<file path="config.mk">
export PLATFORM = sky130hd
export DESIGN_NAME = fp16_int_conv
export DESIGN_NICKNAME = d
export VERILOG_FILES = /design/src/rtl/fcvt_pkg.sv /design/src/rtl/fcvt_lane.sv /design/src/rtl/fcvt_ctrl.sv /design/src/rtl/fcvt_datapath.sv /design/src/rtl/fp16_int_conv.sv
export SDC_FILE = /design/constraint.sdc
export NUM_CORES = 1
export LEC_CHECK = 0
export BUFFER_PORTS_ARGS = -buffer_cell sky130_fd_sc_hd__buf_4
export CORE_ASPECT_RATIO = 0.8
export CORE_MARGIN = 10
export CORE_UTILIZATION = 67
export CTS_BUF_LIST = sky130_fd_sc_hd__clkbuf_2
export DETAILED_ROUTE_END_ITERATION = 16
export PLACE_DENSITY = 0.91
export SLEW_MARGIN = 20
export SYNTH_ARGS = -nofsm -noshare
export SYNTH_HDL_FRONTEND = slang
export SYNTH_SLANG_ARGS = --single-unit
</file>
<file path="constraint.sdc">
create_clock -name clk -period 1.6 [get_ports clk]
set_input_delay 0.24 -clock clk [delete_from_list [all_inputs] [get_ports clk]]
set_output_delay 0.24 -clock clk [all_outputs]
set_load 0.01 [all_outputs]
</file>
<file path="src/rtl/fcvt_pkg.sv">
package fcvt_pkg;
  localparam int LANES     = 8;
  localparam int HALF_W    = 16;
  localparam int EXP_W     = 5;
  localparam int MAN_W     = 10;
  localparam int SIG_W     = MAN_W + 1;
  localparam int BIAS      = 2 ** (EXP_W - 1) - 1;
  localparam int FRAC_BITS = BIAS + MAN_W;
  localparam int MAX_EXP   = 2 ** EXP_W - 2;
  localparam int FIX_W     = SIG_W + MAX_EXP;
  localparam int INT_W     = FIX_W - FRAC_BITS;
  localparam int VEC_W     = LANES * HALF_W;
  localparam int OPC_W     = 7;

  typedef enum logic [2:0] {
    RND_EVEN,
    RND_AWAY,
    RND_DOWN,
    RND_UP,
    RND_TRUNC
  } rnd_e;

  typedef struct packed {
    logic             load;
    logic             opOk;
    logic             isSigned;
    rnd_e             rnd;
    logic [LANES-1:0] laneEn;
  } ctrl_t;
endpackage

</file>
<file path="src/rtl/fcvt_lane.sv">
module fcvt_lane
  import fcvt_pkg::*;
(
  input  logic [HALF_W-1:0] halfIn,
  input  logic              isSigned,
  input  rnd_e              rnd,
  output logic [INT_W-1:0]  laneRes,
  output logic              laneInv,
  output logic              laneInx
);
  localparam logic [INT_W:0] SPOS_MAX = (INT_W+1)'(2 ** (INT_W - 1) - 1);
  localparam logic [INT_W:0] SNEG_MAG = (INT_W+1)'(2 ** (INT_W - 1));
  localparam logic [INT_W:0] UPOS_MAX = (INT_W+1)'(2 ** INT_W - 1);

  logic             sgn;
  logic [EXP_W-1:0] expo;
  logic [MAN_W-1:0] man;
  logic             isNan, isInf;
  logic [EXP_W-1:0] effExp;
  logic [SIG_W-1:0] sig;
  logic [FIX_W-1:0] fixedVal;
  logic [INT_W-1:0] intPart;
  logic             halfBit, restBits, inexactRaw, inc;
  logic [INT_W:0]   rMag;
  logic [INT_W-1:0] negMag;

  always_comb begin
    sgn        = halfIn[HALF_W-1];
    expo       = halfIn[HALF_W-2:MAN_W];
    man        = halfIn[MAN_W-1:0];
    isNan      = (&expo) && (man != '0);
    isInf      = (&expo) && (man == '0);
    effExp     = (expo == '0) ? EXP_W'(1) : expo;
    sig        = {(expo != '0), man};
    // fixed point value scaled by 2^FRAC_BITS
    fixedVal   = {{(FIX_W-SIG_W){1'b0}}, sig} << effExp;
    intPart    = fixedVal[FIX_W-1:FRAC_BITS];
    halfBit    = fixedVal[FRAC_BITS-1];
    restBits   = |fixedVal[FRAC_BITS-2:0];
    inexactRaw = halfBit | restBits;
    case (rnd)
      RND_EVEN: inc = halfBit & (restBits | intPart[0]);
      RND_AWAY: inc = halfBit;
      RND_DOWN: inc = inexactRaw & sgn;
      RND_UP:   inc = inexactRaw & ~sgn;
      default:  inc = 1'b0;
    endcase
    rMag   = {1'b0, intPart} + {{INT_W{1'b0}}, inc};
    negMag = ~rMag[INT_W-1:0] + 1'b1;

    laneRes = '0;
    laneInv = 1'b0;
    laneInx = 1'b0;
    if (isNan) begin
      laneInv = 1'b1;
    end else if (isInf) begin
      laneInv = 1'b1;
      if (isSigned) laneRes = sgn ? SNEG_MAG[INT_W-1:0] : SPOS_MAX[INT_W-1:0];
      else          laneRes = sgn ? '0 : UPOS_MAX[INT_W-1:0];
    end else if (isSigned) begin
      if (!sgn && rMag > SPOS_MAX) begin
        laneInv = 1'b1;
        laneRes = SPOS_MAX[INT_W-1:0];
      end else if (sgn && rMag > SNEG_MAG) begin
        laneInv = 1'b1;
        laneRes = SNEG_MAG[INT_W-1:0];
      end else begin
        laneRes = sgn ? negMag : rMag[INT_W-1:0];
        laneInx = inexactRaw;
      end
    end else begin
      if (sgn && rMag != '0) begin
        laneInv = 1'b1;
      end else if (!sgn && rMag > UPOS_MAX) begin
        laneInv = 1'b1;
        laneRes = UPOS_MAX[INT_W-1:0];
      end else begin
        laneRes = sgn ? '0 : rMag[INT_W-1:0];
        laneInx = inexactRaw;
      end
    end
  end
endmodule

</file>
<file path="src/rtl/fcvt_ctrl.sv">
module fcvt_ctrl
  import fcvt_pkg::*;
(
  input  logic             clk,
  input  logic             rstN,
  input  logic             inValid,
  input  logic [OPC_W-1:0] opcode,
  input  logic             isQ,
  input  logic             isScalar,
  output ctrl_t            ctrlStb,
  output logic             outValid
);
  always_comb begin
    ctrlStb          = '0;
    ctrlStb.load     = inValid;
    ctrlStb.opOk     = 1'b1;
    ctrlStb.isSigned = ~opcode[6];
    ctrlStb.rnd      = RND_TRUNC;
    case (opcode)
      7'h1a, 7'h5a: ctrlStb.rnd = RND_EVEN;
      7'h1b, 7'h5b: ctrlStb.rnd = RND_DOWN;
      7'h1c, 7'h5c: ctrlStb.rnd = RND_AWAY;
      7'h3a, 7'h7a: ctrlStb.rnd = RND_UP;
      7'h3b, 7'h7b: ctrlStb.rnd = RND_TRUNC;
      default:      ctrlStb.opOk = 1'b0;
    endcase
    for (int i = 0; i < LANES; i++) begin
      if (isScalar)  ctrlStb.laneEn[i] = (i == 0);
      else if (isQ)  ctrlStb.laneEn[i] = 1'b1;
      else           ctrlStb.laneEn[i] = (i < LANES / 2);
    end
  end

  always_ff @(posedge clk or negedge rstN) begin
    if (!rstN) outValid <= 1'b0;
    else       outValid <= inValid;
  end
endmodule

</file>
<file path="src/rtl/fcvt_datapath.sv">
module fcvt_datapath
  import fcvt_pkg::*;
(
  input  logic             clk,
  input  logic             rstN,
  input  ctrl_t            ctrlStb,
  input  logic [VEC_W-1:0] operand,
  output logic [VEC_W-1:0] result,
  output logic             stickyInvalid,
  output logic             stickyInexact
);
  logic [VEC_W-1:0] resNext;
  logic [LANES-1:0] invVec, inxVec;

  for (genvar g = 0; g < LANES; g++) begin : gLane
    logic [INT_W-1:0] laneRes;
    logic             laneInv, laneInx, laneOn;

    fcvt_lane uLane (
      .halfIn   (operand[g*HALF_W +: HALF_W]),
      .isSigned (ctrlStb.isSigned),
      .rnd      (ctrlStb.rnd),
      .laneRes  (laneRes),
      .laneInv  (laneInv),
      .laneInx  (laneInx)
    );

    assign laneOn = ctrlStb.opOk & ctrlStb.laneEn[g];
    assign resNext[g*HALF_W +: HALF_W] = laneOn ? laneRes : '0;
    assign invVec[g] = laneOn & laneInv;
    assign inxVec[g] = laneOn & laneInx;
  end

  always_ff @(posedge clk or negedge rstN) begin
    if (!rstN) begin
      result        <= '0;
      stickyInvalid <= 1'b0;
      stickyInexact <= 1'b0;
    end else if (ctrlStb.load) begin
      result        <= resNext;
      stickyInvalid <= stickyInvalid | (|invVec);
      stickyInexact <= stickyInexact | (|inxVec);
    end
  end
endmodule

</file>
<file path="src/rtl/fp16_int_conv.sv">
module fp16_int_conv
  import fcvt_pkg::*;
(
  input  logic             clk,
  input  logic             rstN,
  input  logic             inValid,
  input  logic [OPC_W-1:0] opcode,
  input  logic             isQ,
  input  logic             isScalar,
  input  logic [VEC_W-1:0] operand,
  output logic             outValid,
  output logic [VEC_W-1:0] result,
  output logic             stickyInvalid,
  output logic             stickyInexact
);
  ctrl_t ctrlStb;

  fcvt_ctrl uCtrl (
    .clk      (clk),
    .rstN     (rstN),
    .inValid  (inValid),
    .opcode   (opcode),
    .isQ      (isQ),
    .isScalar (isScalar),
    .ctrlStb  (ctrlStb),
    .outValid (outValid)
  );

  fcvt_datapath uDp (
    .clk           (clk),
    .rstN          (rstN),
    .ctrlStb       (ctrlStb),
    .operand       (operand),
    .result        (result),
    .stickyInvalid (stickyInvalid),
    .stickyInexact (stickyInexact)
  );
endmodule

</file>
==> summary.txt, run 1 <==
Status -> did not finish
Failed at -> detailed placement
Stop Error -> [ERROR DPL-0038] Utilization greater than 100%, impossible to legalize
Site Rows -> 60
Register area share after synthesis -> 14.5%
Synth async-reset ratio -> 100%
Die W -> 226 um
Synth Register Bits -> 131
Synth Area per Inst -> 7.09 um^2
Number of buffers added on ports -> 270
Post-Syn Area -> 22700 um^2
Chip height -> 184 um
Number of flops mapped to enable cells by yosys -> 0
Syn nets -> 3375
IO Pins -> 271
Post-Synthesis Cells -> 3195
Synth warnings -> 0
Top_reg_cell synth -> dfrtp_1
RD Place Congestion -> 1.16
Starting Density -> 67.7%
Cell variety after synth -> 125
-- cells by family after synthesis --
kind of cell / synth area share, %
simple gates: 29.7
compound gates: 38.1
fa+ha+maj: 2.21
flops: 14.5
buf+inv: 6.28
xor+xnor: 3.27
mux: 5.92
-- cell usage after synthesis (34+ instances only) --
master | instances | area share (%)
mux2i_1 | 71 | 3.1
o2bb2ai_1 | 80 | 3.1
nor2b_1 | 45 | 1.2
nand2b_1 | 44 | 1.2
a211oi_1 | 52 | 1.7
clkbuf_1 | 132 | 2.2
and2_1 | 46 | 1.3
nor4_1 | 59 | 1.6
nand3_1 | 129 | 2.8
nor2_1 | 292 | 4.8
a32oi_1 | 39 | 1.5
nand2_1 | 301 | 5.0
dfrtp_1 | 131 | 14
o21ai_0 | 200 | 4.4
nand4_1 | 50 | 1.4
nor3_1 | 82 | 1.8
a31oi_1 | 64 | 1.8
o211ai_1 | 34 | 1.1
xnor2_1 | 49 | 1.9
ha_1 | 40 | 2.2
inv_1 | 89 | 1.5
or3_1 | 37 | 1.0
o31ai_1 | 52 | 1.7
a21oi_1 | 239 | 5.3
and3_1 | 38 | 1.0
buf_2 | 54 | 1.2
-- metrics by stage --
step | cells | setup TNS [ns]
floorplan | 3195 | -431.74
global placement | 4890 | -461.06
==> run 2: changes to the inputs <==
CORE_ASPECT_RATIO = not set   (was 0.8)
CORE_UTILIZATION = 40   (was 67)
CTS_BUF_LIST = not set   (was sky130_fd_sc_hd__clkbuf_2)
PLACE_DENSITY = not set   (was 0.91)
PLACE_DENSITY_LB_ADDON = 0.15   (was not set)
==> summary.txt, run 2 <==
Status -> complete, but fails checks (was did not finish)
Violated checks -> setup timing
Routed vias -> 33800
Worst path slowest cell -> or3_4
Final hold slack -> 0.209 ns
Commonest non-fill, non-tap cell in the layout -> buf_4
Commonest cells after routing, fill and taps aside -> buf_4 (1562), nand2_1 (278), nor2_1 (267)
Max Clk Rate -> 198 MHz
DP Area -> 35100 um^2
Post-Layout Inst Area -> 40500 um^2
R2r worst-path depth -> 3
Detailed-placement wirelength estimate -> 86900 um
Die ar. -> 66600 um^2
Post-Synthesis Cells -> 3195 (unchanged)
Largest register by flop count -> uDp.result
1st-iter DRT viols -> 3397
Synth async-reset ratio -> 100% (unchanged)
Clock sink count -> 131
Drt drc -> 0
Core ar. -> 56300 um^2
Synth Area per Inst -> 7.09 um^2 (unchanged)
Layout cells sized above 1 -> 51.4%
Post-synth top area cell -> dfrtp_1 (unchanged)
Min Tclk post-route -> 5.06 ns
Critical path required time -> 1.92 ns
Register area share after synthesis -> 14.5% (unchanged)
Area of the multi-input gates -> 21700 um^2
Fill count -> 4413
Crit path launch -> operand[94]
Crit path launch type -> input pin
Setup ws final -> -3.46 ns
Pwr per Cell Area -> 474 nW/um^2
FF-to-FF setup slack -> 0.53 ns
Final period util -> 316%
Synth warnings -> 0 (unchanged)
Peak VDD IR -> 0.817 mV
Final antenna-violating net count -> 0
Relative slew slack -> 25.2%
Post-Route Skew -> 0 ns
Worst hold path type -> input pin to flop
Number of flops mapped to enable cells by yosys -> 0 (unchanged)
Root buf cell -> clkbuf_16
Largest net degree at the start of global routing -> 42
Most frequent cells after synthesis -> nand2_1 (301), nor2_1 (292), a21oi_1 (239), o21ai_0 (200), clkbuf_1 (132) (unchanged)
Antenna violations before repair -> 3
RD Place Congestion -> 1.01 (was 1.16)
R2r endpoint -> uDp.stickyInvalid$_DFFE_PN0P_
Synth-to-layout area growth -> 78.9%
Final number of setup-violating endpoints -> 130
CTS tree -> built
Vias per cell -> 6.18
Total grt overflow -> 0
Leakage Power -> 0.0179 uW
Synth Register Bits -> 131 (unchanged)
Unrepaired setup endpoints after global routing -> true
Worst-Skew Late Latency -> 0.45 ns
Final Hold Viols -> 0
Final wirelength -> 117000 um
CP dominant cell by count -> buf_6
Max reg flops -> 128
Seq. cell area -> 3280 um^2
Slew Limit Fails -> 0
Site Rows -> 87 (was 60)
Top area cells in the synthesized netlist -> dfrtp_1 (14%), a21oi_1 (5.3%), nand2_1 (5.0%) (unchanged)
Total power -> 19200 uW
Vias in the first global route -> 32700
Worst path max stage delay -> 0.40 ns
Number of buffers added on ports -> 270 (unchanged)
Worst Setup End Kind -> flop
Crit-path max FO -> 5
CTS Buf Count -> 17
Routed len/inst -> 21.5 um
Critical path capture point -> uDp.result[86]$_DFFE_PN0P_
CP Data Arrival Time -> 5.37 ns
Setup CP Type -> input pin to flop
Maximum level of the CTS H-tree -> 4
Syn nets -> 3375 (unchanged)
Util after Layout -> 72.0%
Total of max-cap violations -> 0
Final net count -> 4874
Top_reg_cell synth -> dfrtp_1 (unchanged)
Worst slew pin tran -> 1.11 ns
IO Pins -> 271 (unchanged)
R2r startpoint -> uDp.stickyInvalid$_DFFE_PN0P_
DRT Pass-1 Iters -> 6
First-pass GRT wire length -> 178000 um
Clock Path Buffers -> 2
GR Util All Layers -> 32.2%
Cell variety after synth -> 125 (unchanged)
Starting Density -> 40.3% (was 67.7%)
Clock transition at path regs -> 0.07 ns
Post-Syn Area -> 22700 um^2 (unchanged)
Chip height -> 258 um (was 184 um)
Yosys top cell area share -> 14.5% (unchanged)
Placement Setup Slack -> -4.08 ns
Most common cell in the netlist -> nand2_1 (unchanged)
Die W -> 258 um (was 226 um)
run 2: cell counts after synthesis:
No cell type changed its count.
run 2: metrics by stage:
step	cells	setup TNS, ns
2_1_floorplan	3195	-431.74
3_3_place_gp	5256	-482.10
3_5_place_dp	5256	-490.01
4_1_cts	5399	-397.86
5_1_grt	5465	-437.88
6_report	5465	-411.68
run 2: kinds of logic after synthesis:
logic type | after synthesis | share of synthesized area, %
simple gates | 1290 | 29.7
compound gates | 1205 | 38.1
buf+inv | 330 | 6.28
flops | 131 | 14.5
mux | 116 | 5.92
xor+xnor | 83 | 3.27
fa+ha+maj | 40 | 2.21
run 2: timing repair:
| item | CTS | global route |
|---|---|---|
| buffers inserted | 109 | 76 |
| gates resized for setup | 395 | 306 |
| endpoints found under the setup margin | 130 | 130 |
| hold buffers | 1 | 0 |
| cloned | 5 | 1 |
| hold endpoints to repair | 35 | 0 |
| pin swaps | 262 | 251 |
run 2: cell type report:
class,instances,share of cell area (%)
antenna,2,0.0123
clock buffer,19,1.12
clock inverter,13,0.296
inverter,103,0.991
multi-input combinational,2734,53.5
sequential,131,8.09
tap,756,2.33
timing repair buffer,1707,33.7
run 2: routing by layer:
metal  global-route usage, %  part of all wire (%)  vias to the layer above  wire length (um)
li1                        -                     -                    15400                 -
met1                    41.3                    41                    16300             48300
met2                    53.1                    47                     1686             55000
met3                    4.65                   7.3                      384              8550
met4                    13.9                   4.8                        2              5580
met5                       0                0.0094                        -                11
run 2: report_power, final:
part | switching (uW) | internal [uW] | leakage [uW]
registers | 57.6 | 3350 | 0.00182
logic | 5980 | 5820 | 0.0158
clock network | 1760 | 2240 | 0.000277
total | 7800 | 11400 | 0.0179
run 2: worst min-delay path by stage:
stage / end / slack [ns] / from / cells past startpoint
final: uDp.result[47]$_DFFE_PN0P_ / 0.21 / isScalar / 3
after global routing: uCtrl.outValid$_DFF_PN0_ / 0.19 / inValid / 2
after CTS: uCtrl.outValid$_DFF_PN0_ / 0.18 / inValid / 2
after detailed placement: uDp.result[93]$_DFFE_PN0P_ / 0.21 / rstN / 1
after global placement: uDp.result[93]$_DFFE_PN0P_ / 0.21 / rstN / 1
after floorplan: uCtrl.outValid$_DFF_PN0_ / -0.06 / rstN / 0
run 2: worst max-delay path: cells and delay by family:
family | cells | cell delay (ns)
AND/OR/NAND/NOR | 8 | 1.44
XOR/XNOR | 1 | 0.17
AO/OA/AOI/OAI | 14 | 2.88
buffers and inverters | 3 | 0.41
adder cells (fa/ha/maj) | 1 | 0.22
Power figures use the tool's default switching activity.
==> run 3: changes to the inputs <==
clock period = 5 ns   (was 1.6 ns; I/O delays follow)
==> summary.txt, run 3 (synthesis results as in run 2) <==
Crit-path max FO -> 6 (was 5)
Worst hold path type -> input pin to async pin (was input pin to flop)
Worst path slowest cell -> or3_4 (unchanged)
CTS Buf Count -> 17 (unchanged)
Relative slew slack -> 12.1% (was 25.2%)
Final Hold Viols -> 0 (unchanged)
Status -> complete, but fails checks (unchanged)
Worst path max stage delay -> 0.44 ns (was 0.40 ns)
Peak VDD IR -> 0.267 mV (was 0.817 mV)
GR Util All Layers -> 30.3% (was 32.2%)
RD Place Congestion -> 0.984 (was 1.01)
Die ar. -> 66600 um^2 (unchanged)
Clock transition at path regs -> 0.07 ns (about the same)
Critical path required time -> 5.33 ns (was 1.92 ns)
Setup ws final -> -0.624 ns (was -3.46 ns)
Detailed-placement wirelength estimate -> 82800 um (was 86900 um)
Root buf cell -> clkbuf_16 (unchanged)
Final net count -> 4566 (was 4874)
Vias per cell -> 6.19 (was 6.18)
Commonest cells after routing, fill and taps aside -> buf_4 (1295), nand2_1 (281), nor2_1 (276) (was buf_4 (1562), nand2_1 (278), nor2_1 (267))
Util after Layout -> 66.5% (was 72.0%)
Worst-Skew Late Latency -> 0.45 ns (about the same)
Maximum level of the CTS H-tree -> 4 (unchanged)
Number of buffers added on ports -> 270 (unchanged)
Antenna violations before repair -> 2 (was 3)
Total grt overflow -> 0 (unchanged)
Total of max-cap violations -> 0 (unchanged)
Largest net degree at the start of global routing -> 92 (was 42)
Synth-to-layout area growth -> 65.2% (was 78.9%)
Unrepaired setup endpoints after global routing -> true (unchanged)
Starting Density -> 40.3% (unchanged)
Clock sink count -> 131 (unchanged)
R2r startpoint -> uDp.stickyInvalid$_DFFE_PN0P_ (unchanged)
Fill count -> 4777 (was 4413)
DRT Pass-1 Iters -> 6 (unchanged)
Layout cells sized above 1 -> 46.8% (was 51.4%)
Drt drc -> 0 (unchanged)
CP Data Arrival Time -> 5.96 ns (was 5.37 ns)
Largest register by flop count -> uDp.result (unchanged)
Final period util -> 112%
Area of the multi-input gates -> 21300 um^2 (was 21700 um^2)
Chip height -> 258 um (unchanged)
Clock Path Buffers -> 2 (unchanged)
Placement Setup Slack -> -1.38 ns (was -4.08 ns)
Final number of setup-violating endpoints -> 114 (was 130)
Setup CP Type -> input pin to flop (unchanged)
Violated checks -> setup timing (unchanged)
IO Pins -> 271 (unchanged)
CP delay by family, top -> simple AND/OR/NAND/NOR gates (was compound AO/OA/AOI/OAI gates)
First-pass GRT wire length -> 168000 um (was 178000 um)
Slew Limit Fails -> 0 (unchanged)
Pwr per Cell Area -> 155 nW/um^2 (was 474 nW/um^2)
Die W -> 258 um (unchanged)
Commonest non-fill, non-tap cell in the layout -> buf_4 (unchanged)
R2r endpoint -> uDp.stickyInvalid$_DFFE_PN0P_ (unchanged)
FF-to-FF setup slack -> 3.93 ns (was 0.53 ns)
Crit path launch type -> input pin (unchanged)
Min Tclk post-route -> 5.62 ns
Seq. cell area -> 3280 um^2 (unchanged)
R2r worst-path depth -> 3 (unchanged)
Site Rows -> 87 (unchanged)
Worst slew pin tran -> 1.31 ns (was 1.11 ns)
Max reg flops -> 128 (unchanged)
Max Clk Rate -> 178 MHz
1st-iter DRT viols -> 3140 (was 3397)
Post-Route Skew -> 0 ns (unchanged)
Vias in the first global route -> 30600 (was 32700)
Leakage Power -> 0.0162 uW (was 0.0179 uW)
WP buf/inv -> 2 (was 3)
Routed vias -> 31900 (was 33800)
Routed len/inst -> 21.3 um (was 21.5 um)
Worst Setup End Kind -> flop (unchanged)
Final antenna-violating net count -> 0 (unchanged)
CTS tree -> built (unchanged)
Hold buffers post-CTS -> 0 (was 1)
Final wirelength -> 110000 um (was 117000 um)
Core ar. -> 56300 um^2 (unchanged)
run 3: repair_timing:
| item | CTS | global route |
|---|---|---|
| endpoints found under the setup margin | 119 | 130 |
| setup buffers | 77 | 61 |
| cloned | 3 | 0 |
| pin swaps | 179 | 189 |
| gates resized for setup | 309 | 288 |
run 3: worst register-to-register path, cell delays in order, from the launching register on:
cell     delay (ns)
dfrtp_1        0.47
a21oi_2        0.13
o21ai_1        0.09
a221o_1        0.26
run 3: routing by layer:
metal  up-vias  wire, um  share of wire (%)  GRT usage (%)
met5         -        13              0.012              0
met4         2      4600                4.2           12.2
met3       282      7750                7.1           4.52
met2      1427     51400                 47           49.6
met1     15400     46000                 42           39.3
li1      14800         -                  -              -
run 3: cell type report:
cell class / instances / share of cell area [%]
clock inverters: 13 / 0.264
clock buffers: 19 / 1.21
well taps: 756 / 2.53
inverters: 103 / 1.05
repair buffers: 1397 / 29.3
diodes: 2 / 0.0134
multi-input cells: 2736 / 56.9
flip-flops and latches: 131 / 8.76
run 3: stage by stage:
step	instance area (um^2)	std cells	TNS, ns	power, uW	hold slack [ns]
after floorplan	23700	3195	-58.78	2640	0.454
after global routing	37400	5156	-73.29	6070	0.430
after detailed placement	33000	4998	-113.79	4000	0.474
after global placement	33000	4998	-106.40	3970	0.476
after CTS	35600	5102	-33.43	5480	0.436
final	37400	5157	-45.45	5800	0.348
run 3: how the worst max path moves through the flow:
stage | from | to | slack (ns) | cells after the start
5_1_grt | operand[59] | uDp.result[59]$_DFFE_PN0P_ | -0.81 | 30
2_1_floorplan | operand[44] | uDp.result[41]$_DFFE_PN0P_ | -1.11 | 26
4_1_cts | operand[76] | uDp.result[68]$_DFFE_PN0P_ | -0.52 | 26
3_5_place_dp | operand[109] | uDp.stickyInvalid$_DFFE_PN0P_ | -1.38 | 26
3_3_place_gp | operand[110] | uDp.stickyInvalid$_DFFE_PN0P_ | -1.28 | 26
6_report | operand[109] | uDp.stickyInvalid$_DFFE_PN0P_ | -0.62 | 26
run 3: power breakdown:
part,switching [uW],internal (uW),leakage (uW)
Combinational,1800,1670,0.0141
Sequential,18.7,1070,0.00182
Clock,559,667,0.000272
Total,2380,3410,0.0162
